==> config.mk <==
export PLATFORM = sky130hd
export DESIGN_NAME = sparse_region_mapper
export DESIGN_NICKNAME = d
export VERILOG_FILES = /design/src/rtl/mapper_pkg.sv /design/src/rtl/mapper_cfg.sv /design/src/rtl/mapper_classify.sv /design/src/rtl/mapper_offset.sv /design/src/rtl/sparse_region_mapper.sv
export SDC_FILE = /design/constraint.sdc
export NUM_CORES = 1
export LEC_CHECK = 0
export BUFFER_PORTS_ARGS = -buffer_cell sky130_fd_sc_hd__buf_4
export CAP_MARGIN = 5
export CORE_MARGIN = 3
export CORE_UTILIZATION = 40
export CTS_BUF_LIST = sky130_fd_sc_hd__clkbuf_8 sky130_fd_sc_hd__clkbuf_16
export DETAILED_ROUTE_END_ITERATION = 10
export GPL_ROUTABILITY_DRIVEN = 0
export MAX_ROUTING_LAYER = met4
export PLACE_DENSITY_LB_ADDON = 0.05
export SYNTH_ARGS = -nofsm -noshare
export SYNTH_HDL_FRONTEND = slang
export SYNTH_SLANG_ARGS = --single-unit
==> constraint.sdc <==
create_clock -name clk -period 5.1 [get_ports clk]
set_input_delay 0.255 -clock clk [delete_from_list [all_inputs] [get_ports clk]]
set_output_delay 0.255 -clock clk [all_outputs]
set_load 0.1 [all_outputs]
==> src/rtl/mapper_pkg.sv <==
package mapper_pkg;
  typedef enum logic [1:0] {
    RGN_BOOT = 2'd0,
    RGN_LOW  = 2'd1,
    RGN_HIGH = 2'd2,
    RGN_GAP  = 2'd3
  } region_e;
endpackage

==> src/rtl/mapper_cfg.sv <==
module mapper_cfg #(
  parameter int                ADDR_W    = 24,
  parameter logic [ADDR_W-1:0] LOW_FLOOR = 24'h100000
) (
  input  logic [ADDR_W-1:0] rom_size,
  input  logic [ADDR_W-1:0] low_end,
  output logic [ADDR_W-1:0] low_end_eff,
  output logic [ADDR_W-1:0] high_base
);
  always_comb begin
    low_end_eff = (low_end < LOW_FLOOR) ? LOW_FLOOR : low_end;
    high_base   = rom_size + (low_end_eff - LOW_FLOOR);
  end
endmodule

==> src/rtl/mapper_classify.sv <==
module mapper_classify
  import mapper_pkg::*;
#(
  parameter int                ADDR_W    = 24,
  parameter logic [ADDR_W-1:0] LOW_FLOOR = 24'h100000
) (
  input  logic [ADDR_W-1:0] addr,
  input  logic [ADDR_W-1:0] low_end_eff,
  input  logic [ADDR_W-1:0] high_start,
  output region_e           region
);
  always_comb begin
    if (addr < LOW_FLOOR)             region = RGN_BOOT;
    else if (addr < low_end_eff)      region = RGN_LOW;
    else if (addr >= high_start)      region = RGN_HIGH;
    else                              region = RGN_GAP;
  end
endmodule

==> src/rtl/mapper_offset.sv <==
module mapper_offset
  import mapper_pkg::*;
#(
  parameter int                ADDR_W    = 24,
  parameter logic [ADDR_W-1:0] LOW_FLOOR = 24'h100000,
  parameter logic [ADDR_W-1:0] PG1_BASE  = 24'hFFF000,
  parameter logic [ADDR_W-1:0] PG1_MASK  = 24'hFFF3FF,
  parameter logic [ADDR_W-1:0] PG0_BASE  = 24'hFFE000,
  parameter logic [ADDR_W-1:0] PG0_MASK  = 24'hFFE3FF,
  parameter logic [ADDR_W-1:0] SCRATCH   = 24'hFFFFFF,
  parameter bit                ALIAS_EN  = 1'b1
) (
  input  logic [ADDR_W-1:0] addr,
  input  region_e           region,
  input  logic [ADDR_W-1:0] rom_size,
  input  logic [ADDR_W-1:0] high_start,
  input  logic [ADDR_W-1:0] high_base,
  output logic [ADDR_W-1:0] offset
);
  logic [ADDR_W-1:0] high_addr;

  generate
    if (ALIAS_EN) begin : g_alias
      always_comb begin
        if (addr >= PG1_BASE)      high_addr = addr & PG1_MASK;
        else if (addr >= PG0_BASE) high_addr = addr & PG0_MASK;
        else                       high_addr = addr;
      end
    end else begin : g_flat
      assign high_addr = addr;
    end
  endgenerate

  always_comb begin
    unique case (region)
      RGN_BOOT: offset = addr & (rom_size - 1'b1);
      RGN_LOW:  offset = addr - LOW_FLOOR + rom_size;
      RGN_HIGH: offset = high_addr - high_start + high_base;
      default:  offset = SCRATCH;
    endcase
  end
endmodule

==> src/rtl/sparse_region_mapper.sv <==
module sparse_region_mapper
  import mapper_pkg::*;
#(
  parameter int                IN_W      = 32,
  parameter int                ADDR_W    = 24,
  parameter logic [ADDR_W-1:0] LOW_FLOOR = 24'h100000,
  parameter logic [ADDR_W-1:0] SCRATCH   = 24'hFFFFFF,
  parameter bit                ALIAS_EN  = 1'b1
) (
  input  logic              clk,
  input  logic              rst,
  input  logic              req_valid,
  input  logic [IN_W-1:0]   req_addr,
  input  logic [ADDR_W-1:0] cfg_rom_size,
  input  logic [ADDR_W-1:0] cfg_low_end,
  input  logic [ADDR_W-1:0] cfg_high_start,
  output logic              rsp_valid,
  output logic [ADDR_W-1:0] rsp_offset,
  output logic              rsp_fault
);
  logic [ADDR_W-1:0] addr_t;
  logic [ADDR_W-1:0] low_end_eff;
  logic [ADDR_W-1:0] high_base;
  logic [ADDR_W-1:0] next_offset;
  region_e           region;

  assign addr_t = req_addr[ADDR_W-1:0];

  generate
    if (IN_W > ADDR_W) begin : g_drop
      logic unused_upper;
      assign unused_upper = ^req_addr[IN_W-1:ADDR_W];
    end
  endgenerate

  mapper_cfg #(.ADDR_W(ADDR_W), .LOW_FLOOR(LOW_FLOOR)) cfg_i (
    .rom_size    (cfg_rom_size),
    .low_end     (cfg_low_end),
    .low_end_eff (low_end_eff),
    .high_base   (high_base)
  );

  mapper_classify #(.ADDR_W(ADDR_W), .LOW_FLOOR(LOW_FLOOR)) cls_i (
    .addr        (addr_t),
    .low_end_eff (low_end_eff),
    .high_start  (cfg_high_start),
    .region      (region)
  );

  mapper_offset #(
    .ADDR_W(ADDR_W), .LOW_FLOOR(LOW_FLOOR), .SCRATCH(SCRATCH), .ALIAS_EN(ALIAS_EN)
  ) off_i (
    .addr       (addr_t),
    .region     (region),
    .rom_size   (cfg_rom_size),
    .high_start (cfg_high_start),
    .high_base  (high_base),
    .offset     (next_offset)
  );

  always_ff @(posedge clk) begin
    if (rst) begin
      rsp_valid  <= 1'b0;
      rsp_offset <= '0;
      rsp_fault  <= 1'b0;
    end else begin
      rsp_valid <= req_valid;
      if (req_valid) begin
        rsp_offset <= next_offset;
        rsp_fault  <= (region == RGN_GAP);
      end
    end
  end

  // a result follows each request by exactly one cycle
  a_r8_valid_follows: assert property (@(posedge clk) disable iff (rst)
    req_valid |=> rsp_valid);
  a_r8_valid_idle: assert property (@(posedge clk) disable iff (rst)
    !req_valid |=> !rsp_valid);
  // the result holds while no request arrives
  a_r8_hold: assert property (@(posedge clk) disable iff (rst)
    !req_valid |=> ($stable(rsp_offset) && $stable(rsp_fault)));
  // a fault always points to the scratch offset
  a_r6_fault_scratch: assert property (@(posedge clk) disable iff (rst)
    rsp_fault |-> (rsp_offset == SCRATCH));
  // an address in the gap is reported as a fault
  a_r6_gap_faults: assert property (@(posedge clk) disable iff (rst)
    (req_valid && addr_t >= low_end_eff && addr_t < cfg_high_start) |=> rsp_fault);
  // the repeated boot image never leaves its own size
  a_r2_boot_bound: assert property (@(posedge clk) disable iff (rst)
    (req_valid && addr_t < LOW_FLOOR && $countones(cfg_rom_size) == 1)
      |=> (!rsp_fault && rsp_offset < $past(cfg_rom_size)));
endmodule

==> results by group, run 1 <==
Route
  • DRT Wirelength: 21800 um
  • Initial DRC count: 347
  • Wire per inst: 18.2 um
  • First-pass DRT Iterations: 5
  • Detail Route Antenna Nets: 0
  • Total number of vias: 6620
  • # DRC: 0
  • Vias per inst: 5.52

Clock tree
  • Clock buffer depth: 2
  • Clock Sink Count: 26
  • Hold buffers post-CTS: 0
  • Clk Latency, worst-skew pair: 0.27 ns
  • CTS clk-pin slew, worst paths: 0.08 ns
  • Post-CTS Setup Inserts: 0
  • CTS Root Cell: clkbuf_16
  • TritonCTS Buffers: 3
  • H-tree lvl count: 1
  • Post_cts resized: 0
  • CTS tree: done

Place
  • IO buf count: 124
  • Post-DP HPWL: 18500 um
  • DP Worst Slack: 0.269 ns

Synth
  • Synth area leader: ha_1
  • Seq/Total Area, Yosys: 7.54%
  • Async SR Flop Fraction: 0%
  • Commonest cells in the netlist: ha_1, inv_1, nand2_1
  • Post-synth EDFFs: 0
  • Syn Inst Count: 855
  • Yosys reg bits: 26
  • Cell variety after synth: 64
  • Syn Std Cell Area: 6910 sq um
  • Main synth FF type: dfxtp_1
  • Net Count, Synth: 1149
  • Syn avg cell area: 8.08 sq um
  • Synth top area share: 25.5%
  • Warnings, synthesis: 0
  • Synth top area cells: ha_1, fa_1, dfxtp_1, inv_1, xnor2_1
  • Most frequent cell after synthesis: ha_1

STA
  • Final setup violation count: 0
  • Crit path time final: 4.59 ns
  • Setup TNS Final: 0 ns
  • Highest attainable clock frequency: 218 MHz
  • Setup WS post-layout: 0.511 ns
  • Relative slew slack: 52.3%
  • Clk_skew: 0 ns
  • Unrepaired setup endpoints after global routing: no
  • Worst Max-Slew Pin Slew: 0.712 ns
  • Final slew viol count: 0
  • Final hold violations: 0
  • Final worst-path cycle share: 90.0%

Floorplan
  • Area of the core: 16800 sq um
  • Ports: 133
  • Chip Height: 137 um
  • Initial Util: 41.2%
  • Die Wd: 137 um
  • Site Rows: 47
  • DIE AREA: 18900 sq um

Worst setup path
  • Worst Path Arrival: 4.74 ns
  • Worst path cell trace: buf_4, or4_4, nand2_1, inv_1, fa_1, fa_1, ha_1, ha_1, a211oi_1, nor2_1, o41ai_1, o22ai_1, o21ai_0, nand2b_1, a31oi_1, a311oi_2
  • CP max stage cell: or4_4
  • Worst setup path class: input port to register
  • Critical Path RT: 5.25 ns
  • Worst Setup SP: cfg_low_end[23]
  • Reg2Reg Depth: 6
  • Crit path capture type: register
  • Critical R2R Capture: rsp_offset[23]
  • Critical R2R Launch: rsp_offset[23]
  • CP max stage delay: 0.65 ns
  • CP startpoint kind: input port
  • FF-to-FF setup slack: 4.10 ns
  • CP max FO: 7

Global route
  • Global-route wire length before repair: 34200 um
  • Overflow after GRT: 0
  • Initial antenna violation count: 1
  • All-Layer GR Usage: 24.1%
  • Largest net degree at the start of global routing: 29
  • Vias in the first global route: 6424

Layout
  • Synth-to-Final Area Change: 19.8%
  • Fin nets: 1274
  • Reg area: 520 sq um
  • Share of cells above drive strength 1: 17.6%
  • Multi-input logic area: 5870 sq um
  • Filler instances: 1741
  • # diodes: 0

Run status
  • Status: finished, final reports clean

Pwr
  • Peak VDD IR: 0.000122 V
  • Total power: 2310 uW
  • Pwr/cell area: 279 nW/um^2
  • Pleak: 0.00413 uW

Run
  • Max-Cap Viols: 0

Min path
  • Hold depth: 3
  • Worst hold start: req_addr[16]
  • Hold EP: rsp_offset[16]
  • Min-delay worst type: input port to register
## registers in the layout, summed over array words and instances (netlist names)
| name | count |
|---|---|
| rsp_fault | 1 |
| rsp_valid | 1 |
| rsp_offset | 24 |
## per-layer routing
metal	global-route usage (%)	up-vias	share of wire, %
li1	-	3299	-
met1	32.5	3106	46
met2	39.3	186	46
met3	1.64	29	4.9
met4	6.04	0	2.3
met5	-	-	0
## where the power goes
part           total (uW)  switching (uW)  internal (uW)
clock network         246            89.0            157
logic                1810            1100            714
registers             249            18.6            230
## cells by family (layout without fill, tap and decap cells)
group / after synthesis / count (layout) / synth area share, %
XOR/XNOR: 56 / 56 / 7.10
AO/OA/AOI/OAI: 213 / 213 / 22.1
adder cells (fa/ha/maj): 187 / 187 / 38.9
buffers and inverters: 138 / 262 / 7.68
AND/OR/NAND/NOR: 232 / 232 / 16.3
flip-flops: 26 / 26 / 7.54
multiplexers: 3 / 3 / 0.453
## per-stage QoR
step                      utilization (%)  hold slack, ns  instance area [sq um]  std cells
final                                49.4           0.346                   8270       1199
after global routing                 49.4           0.356                   8270       1199
after CTS                            49.4           0.340                   8270       1199
after detailed placement             48.7           0.469                   8170       1195
after global placement               48.7           0.471                   8170       1195
after floorplan                         -           0.408                   6910        855
## how the worst max path moves through the flow
stage,end,slack [ns]
2_1_floorplan,rsp_offset[19],0.83
5_1_grt,rsp_offset[23],0.30
6_report,rsp_offset[19],0.51
3_5_place_dp,rsp_offset[19],0.27
3_3_place_gp,rsp_offset[19],0.32
4_1_cts,rsp_offset[19],0.53
## area by class of cell
cell class	instances	share of cell area (%)
multi-input combinational	691	70.9
timing repair buffer	139	12.8
sequential	26	6.29
inverter	119	5.40
tap	220	3.33
clock buffer	3	0.908
clock inverter	1	0.363
## placed cells by master (no fill, tap or decap), types with 4 or more instances in the layout
cell type / n
a31oi_1: 8
and3_1: 12
xnor2_1: 43
nand2_1: 68
o21ai_0: 36
fa_1: 46
ha_1: 141
a211oi_1: 11
nand2b_1: 5
nor3_1: 16
o31ai_1: 4
nor4_1: 8
o21bai_1: 12
o21a_1: 4
nor2b_1: 5
a311oi_1: 8
nand4_1: 10
a21oi_2: 6
or3_1: 7
inv_1: 119
a2111oi_0: 4
xor2_1: 13
buf_4: 138
a21oi_1: 52
a32oi_1: 13
nand3_1: 22
o211ai_1: 5
a211oi_2: 8
a21o_1: 16
dfxtp_1: 26
nor2_1: 61
## worst max-delay path: cells and delay by family
family                   cells  cell delay, ns
adder cells (fa/ha/maj)      4            1.70
AO/OA/AOI/OAI                6            1.60
AND/OR/NAND/NOR              4            0.98
buffers and inverters        2            0.19
No activity file was read; power rests on OpenSTA's default activity.
==> run 2, diff against run 1 <==
--- a/config.mk
+++ b/config.mk
@@ -16,4 +16,5 @@
 export PLACE_DENSITY_LB_ADDON = 0.05
 export SYNTH_ARGS = -nofsm -noshare
 export SYNTH_HDL_FRONTEND = slang
+export SYNTH_HIERARCHICAL = 1
 export SYNTH_SLANG_ARGS = --single-unit
==> run 2 against run 1 <==
Compared with the run above: the run now ends with negative setup slack left; utilization increased by 5.8 points; via count is 34% higher; clock skew unchanged; register-to-register slack improved by 0.35 ns; first-iteration DRC count shrank 7.5%; sequential power grew 2%; hold slack improved by 0.0015 ns; synthesized area rose by 22%.
==> results by group, run 2 <==
Floorplan
  • DIE AREA: 22900 sq um
  • Ports: 133
  • Die Wd: 151 um
  • Area of the core: 20500 sq um
  • Chip Height: 151 um
  • Site Rows: 52
  • Initial Util: 41.3%

Clock tree
  • TritonCTS Buffers: 3
  • Clock Sink Count: 26
  • CTS tree: done
  • Hold buffers post-CTS: 0
  • Clk Latency, worst-skew pair: 0.27 ns
  • CTS Root Cell: clkbuf_16
  • H-tree lvl count: 1
  • Clock buffer depth: 2
  • CTS clk-pin slew, worst paths: 0.07 ns

STA
  • Worst Max-Slew Pin Slew: 1.10 ns
  • Clk_skew: 0 ns
  • Crit path time final: 5.14 ns
  • Final setup violation count: 1
  • Setup WS post-layout: -0.0369 ns
  • Final slew viol count: 0
  • Relative slew slack: 24.6%
  • Final hold violations: 0
  • Final worst-path cycle share: 101%
  • Unrepaired setup endpoints after global routing: yes
  • Highest attainable clock frequency: 195 MHz
  • Setup TNS Final: -0.0369 ns

Synth
  • Async SR Flop Fraction: 0%
  • Synth Area in Adders: 30.0%
  • Synth top area share: 24.1%
  • Most frequent cell after synthesis: inv_1
  • Xor and xnor area share after synthesis: 7.25%
  • Proportion of synthesized area in mux cells: 3.80%
  • Synth area leader: ha_1
  • Yosys reg bits: 26
  • Net Count, Synth: 1426
  • Synth top area cells: ha_1, inv_1, dfxtp_1, fa_1, xnor2_1
  • Post-synth EDFFs: 0
  • Warnings, synthesis: 6
  • Area fraction in and, or, nand and nor cells after synthesis: 17.4%
  • Compound-gate portion of the synthesized area: 25.0%
  • Seq/Total Area, Yosys: 6.16%
  • Syn Inst Count: 1131
  • Syn Std Cell Area: 8460 sq um
  • Main synth FF type: dfxtp_1
  • Syn avg cell area: 7.48 sq um
  • Main combinational cell family by area after synthesis: adder cells
  • Commonest cells in the netlist: inv_1, ha_1, nor2_1
  • Cell variety after synth: 84

Place
  • Post-DP HPWL: 23600 um
  • DP Area: 10700 sq um
  • IO buf count: 124

Global route
  • Largest net degree at the start of global routing: 28
  • Vias in the first global route: 8523
  • Initial antenna violation count: 0
  • Global-route wire length before repair: 43000 um
  • All-Layer GR Usage: 24.3%
  • Overflow after GRT: 0

Worst setup path
  • Delay-heaviest family, CP: compound AO/OA/AOI/OAI gates
  • Worst Path Arrival: 5.29 ns
  • Critical Path RT: 5.25 ns
  • Worst setup path class: input port to register
  • Worst Setup SP: cfg_low_end[23]
  • Crit path capture type: register
  • Critical R2R Launch: rsp_offset[23]
  • Buf+Inv Stages, Crit Path: 6
  • CP startpoint kind: input port
  • CP max FO: 4
  • CP max stage cell: fa_1
  • CP max stage delay: 0.48 ns
  • Critical R2R Capture: rsp_offset[23]
  • Reg2Reg Depth: 2
  • FF-to-FF setup slack: 4.45 ns

Route
  • Vias per inst: 5.39
  • First-pass DRT Iterations: 6
  • DRT Wirelength: 27700 um
  • Detail Route Antenna Nets: 0
  • Initial DRC count: 321
  • Total number of vias: 8839
  • # DRC: 0
  • Wire per inst: 16.9 um

Layout
  • Fin nets: 1665
  • Share of cells above drive strength 1: 27.0%
  • # diodes: 0
  • Commonest non-fill, non-tap cell in the layout: buf_4
  • Reg area: 520 sq um
  • Post-layout util: 55.1%
  • Filler instances: 2087
  • Multi-input logic area: 7580 sq um
  • Synth-to-Final Area Change: 33.7%
  • Non-Filler Cell Area, Final: 11300 sq um
  • Most frequent cells in the layout: buf_4, inv_1, ha_1
  • Top Registers: rsp_offset: 24 flops, rsp_fault: 1 flops, rsp_valid: 1 flops
  • Max reg flops: 24
  • Largest Register: rsp_offset

Pwr
  • Pleak: 0.00579 uW
  • Peak VDD IR: 0.000150 V
  • Pwr/cell area: 306 nW/um^2

Run
  • Max-Cap Viols: 0

Run status
  • Failing checks: negative setup slack
  • Status: finished with violations

Min path
  • Worst hold start: rst
  • Min-delay worst type: input port to register
  • Hold EP: rsp_offset[19]
  • Hold depth: 2
run 2: where the power goes:
| group | switching [uW] | leakage (uW) | internal [uW] |
|---|---|---|---|
| clock | 75.0 | 0.0000442 | 120 |
| sequential | 18.1 | 0.000216 | 236 |
| combinational | 1640 | 0.00553 | 1370 |
run 2: worst max path at each step:
stage,end,slack (ns),cells after the start
after floorplan,rsp_offset[20],-0.07,25
after global routing,rsp_offset[20],-0.27,28
final,rsp_offset[20],-0.04,25
after detailed placement,rsp_offset[23],-0.55,25
after CTS,rsp_offset[20],-0.02,28
after global placement,rsp_offset[23],-0.47,25
run 2: cells by family after synthesis:
kind of cell / Yosys count
AND/OR/NAND/NOR: 297
adder cells (fa/ha/maj): 188
multiplexers: 32
AO/OA/AOI/OAI: 298
buffers and inverters: 220
XOR/XNOR: 70
flip-flops: 26
run 2: area by class of cell:
| class | instances | share of cell area (%) |
|---|---|---|
| Sequential cell | 26 | 4.61 |
| Tap cell | 270 | 2.99 |
| Inverter | 187 | 6.21 |
| Clock buffer | 4 | 0.786 |
| Timing Repair Buffer | 267 | 18.4 |
| Multi-Input combinational cell | 885 | 67.0 |
run 2: repair_timing:
item,4_1_cts,5_1_grt
resized for setup,38,53
pin swaps,34,26
gates cloned,1,0
endpoints found under the setup margin,10,12
endpoints found under the hold margin,0,0
buffers inserted,6,4
run 2: metal layers:
metal | global-route usage [%] | part of all wire, %
met5 | - | 0
met4 | 3.04 | 1.3
met3 | 2.06 | 4.7
met2 | 45.0 | 52
met1 | 29.6 | 42
run 2: through the flow:
step                setup WS, ns  hold slack (ns)  total power, uW  instances
floorplan                -0.0710            0.487             2040       1131
global placement          -0.468            0.464             2940       1624
detailed placement        -0.548            0.467             2950       1624
CTS                      -0.0168            0.353             3280       1635
global route              -0.266            0.360             3770       1639
finish                   -0.0369            0.347             3460       1639
==> run 3, diff against run 2 <==
--- a/config.mk
+++ b/config.mk
@@ -14,6 +14,7 @@
 export GPL_ROUTABILITY_DRIVEN = 0
 export MAX_ROUTING_LAYER = met4
 export PLACE_DENSITY_LB_ADDON = 0.05
+export REMOVE_ABC_BUFFERS = 1
 export SYNTH_ARGS = -nofsm -noshare
 export SYNTH_HDL_FRONTEND = slang
 export SYNTH_HIERARCHICAL = 1
==> run 3 against run 2 <==
Compared with the run above: cell area rose by 2.3%; clock-buffer cell count fell by 1; critical path depth rose by 5; sequential power barely moved; the flow still finishes with violations (negative setup slack); utilization rose by 1.2 points; critical path type unchanged; combinational power rose by 6%; final cell count rose by 0.92%; hold slack got worse by 0.015 ns.
==> results by group, run 3 (synthesized netlist as in run 2, its figures left out) <==
Route
  • First-pass DRT Iterations: 5
  • Vias per inst: 5.37
  • DRT Wirelength: 28300 um
  • Wire per inst: 17.1 um
  • Detail Route Antenna Nets: 0
  • # DRC: 0
  • Total number of vias: 8887
  • Initial DRC count: 393

Worst setup path
  • CP dominant cell by count: buf_6
  • Critical Path RT: 5.31 ns
  • Crit path capture type: register
  • Critical R2R Launch: rsp_offset[22]
  • CP startpoint kind: input port
  • Worst Path Arrival: 5.48 ns
  • Reg2Reg Depth: 2
  • Worst setup path class: input port to register
  • Critical R2R Capture: rsp_offset[22]
  • FF-to-FF setup slack: 4.45 ns
  • CP max stage cell: fa_1
  • CP max stage delay: 0.55 ns
  • CP max FO: 5

STA
  • Clk_skew: 0 ns
  • Final setup violation count: 8
  • Final worst-path cycle share: 103%
  • Crit path time final: 5.27 ns
  • Setup WS post-layout: -0.168 ns
  • Highest attainable clock frequency: 190 MHz
  • Relative slew slack: 45.3%
  • Final hold violations: 0
  • Worst Max-Slew Pin Slew: 0.800 ns
  • Unrepaired setup endpoints after global routing: yes
  • Final slew viol count: 0

Layout
  • Top Registers: rsp_offset: 24 flops, rsp_fault: 1 flops, rsp_valid: 1 flops
  • Non-Filler Cell Area, Final: 11600 sq um
  • Max reg flops: 24
  • Commonest non-fill, non-tap cell in the layout: buf_4
  • Fin nets: 1680
  • Largest Register: rsp_offset
  • # diodes: 0
  • Post-layout util: 56.4%
  • Most frequent cells in the layout: buf_4, inv_1, ha_1
  • Reg area: 520 sq um
  • Filler instances: 2054
  • Share of cells above drive strength 1: 28.5%
  • Synth-to-Final Area Change: 36.7%
  • Multi-input logic area: 7710 sq um

Place
  • IO buf count: 124
  • Post-DP HPWL: 23500 um
  • DP Area: 10600 sq um

Floorplan
  • Die Wd: 151 um
  • Site Rows: 52
  • DIE AREA: 22900 sq um
  • Area of the core: 20500 sq um
  • Ports: 133
  • Chip Height: 151 um
  • Initial Util: 41.3%

Run
  • Max-Cap Viols: 0

Pwr
  • Pleak: 0.00587 uW
  • Pwr/cell area: 319 nW/um^2
  • Peak VDD IR: 0.000156 V
  • Total power: 3680 uW

Min path
  • Hold depth: 2
  • Worst hold start: rst
  • Hold EP: rsp_offset[19]
  • Min-delay worst type: input port to register

Run status
  • Failing checks: negative setup slack
  • Status: finished with violations

Global route
  • Vias in the first global route: 8628
  • All-Layer GR Usage: 24.8%
  • Largest net degree at the start of global routing: 28
  • Overflow after GRT: 0
  • Global-route wire length before repair: 43800 um
  • Initial antenna violation count: 0

Clock tree
  • CTS Root Cell: clkbuf_16
  • CTS clk-pin slew, worst paths: 0.07 ns
  • TritonCTS Buffers: 3
  • Clk Latency, worst-skew pair: 0.27 ns
  • Hold buffers post-CTS: 0
  • H-tree lvl count: 1
  • Clock buffer depth: 2
  • CTS tree: done
  • Clock Sink Count: 26
-- run 3: cell count changes in the layout (fill, tap and decap cells not counted), moves of 2 or more --
| cell | before | now |
|---|---|---|
| buf_12 | 3 | 1 |
| buf_4 | 259 | 267 |
| buf_6 | 4 | 14 |
| ha_1 | 148 | 145 |
| ha_4 | 12 | 16 |
| nor2b_1 | 28 | 25 |
| nor2b_2 | 0 | 3 |
| o21ai_2 | 5 | 3 |
| o21ai_4 | 1 | 3 |
-- run 3: layout make-up --
class | instances | share of cell area, %
multi-input cells | 885 | 66.7
inverters | 187 | 6.07
repair buffers | 282 | 18.9
flip-flops and latches | 26 | 4.50
clock buffers | 3 | 0.650
well taps | 270 | 2.92
clock inverters | 1 | 0.260
-- run 3: layer usage --
| metal | up-vias | track usage (%) | part of all wire (%) |
|---|---|---|---|
| met5 | - | - | 0 |
| met4 | 0 | 4.58 | 2.1 |
| met3 | 35 | 2.51 | 4.3 |
| met2 | 196 | 44.4 | 50 |
| met1 | 4142 | 30.4 | 43 |
| li1 | 4514 | - | - |
-- run 3: repair_timing --
action / 4_1_cts / 5_1_grt
buffers inserted: 10 / 15
resized for setup: 80 / 54
endpoints found under the setup margin: 13 / 14
cloned: 1 / 0
pin swaps: 40 / 63
-- run 3: worst max path at each step --
stage | from | depth (start not counted) | slack [ns] | end
4_1_cts | cfg_low_end[22] | 25 | -0.18 | rsp_offset[20]
6_report | cfg_low_end[23] | 30 | -0.17 | rsp_offset[16]
3_3_place_gp | cfg_low_end[23] | 27 | -0.69 | rsp_offset[20]
5_1_grt | cfg_low_end[23] | 28 | -0.43 | rsp_offset[20]
3_5_place_dp | cfg_low_end[23] | 27 | -0.72 | rsp_offset[20]
2_1_floorplan | cfg_low_end[23] | 25 | -1.51 | rsp_offset[20]
-- run 3: worst max-delay path: cells and delay by family --
kind	cells	cell delay (ns)
AOI/OAI and AO/OA	8	1.76
adders and majority gates	5	1.41
buffers and inverters	9	1.03
xor gates and xnor gates	1	0.11
muxes	1	0.10
and+or+nand+nor	6	0.81
-- run 3: through the flow --
stage          worst slack, ns  cells  TNS [ns]  hold slack (ns)
4_1_cts                 -0.176   1644    -0.230            0.338
5_1_grt                 -0.426   1654     -3.46            0.342
3_5_place_dp            -0.722   1629     -7.57            0.470
6_report                -0.168   1654     -1.01            0.333
2_1_floorplan            -1.51   1098    -21.56            0.324
3_3_place_gp            -0.689   1629     -7.22            0.466
-- run 3: power breakdown --
part           total, uW  switching (uW)  internal [uW]
clock                238            81.7            157
combinational       3190            1720           1470
sequential           254            18.6            236
total               3680            1820           1860
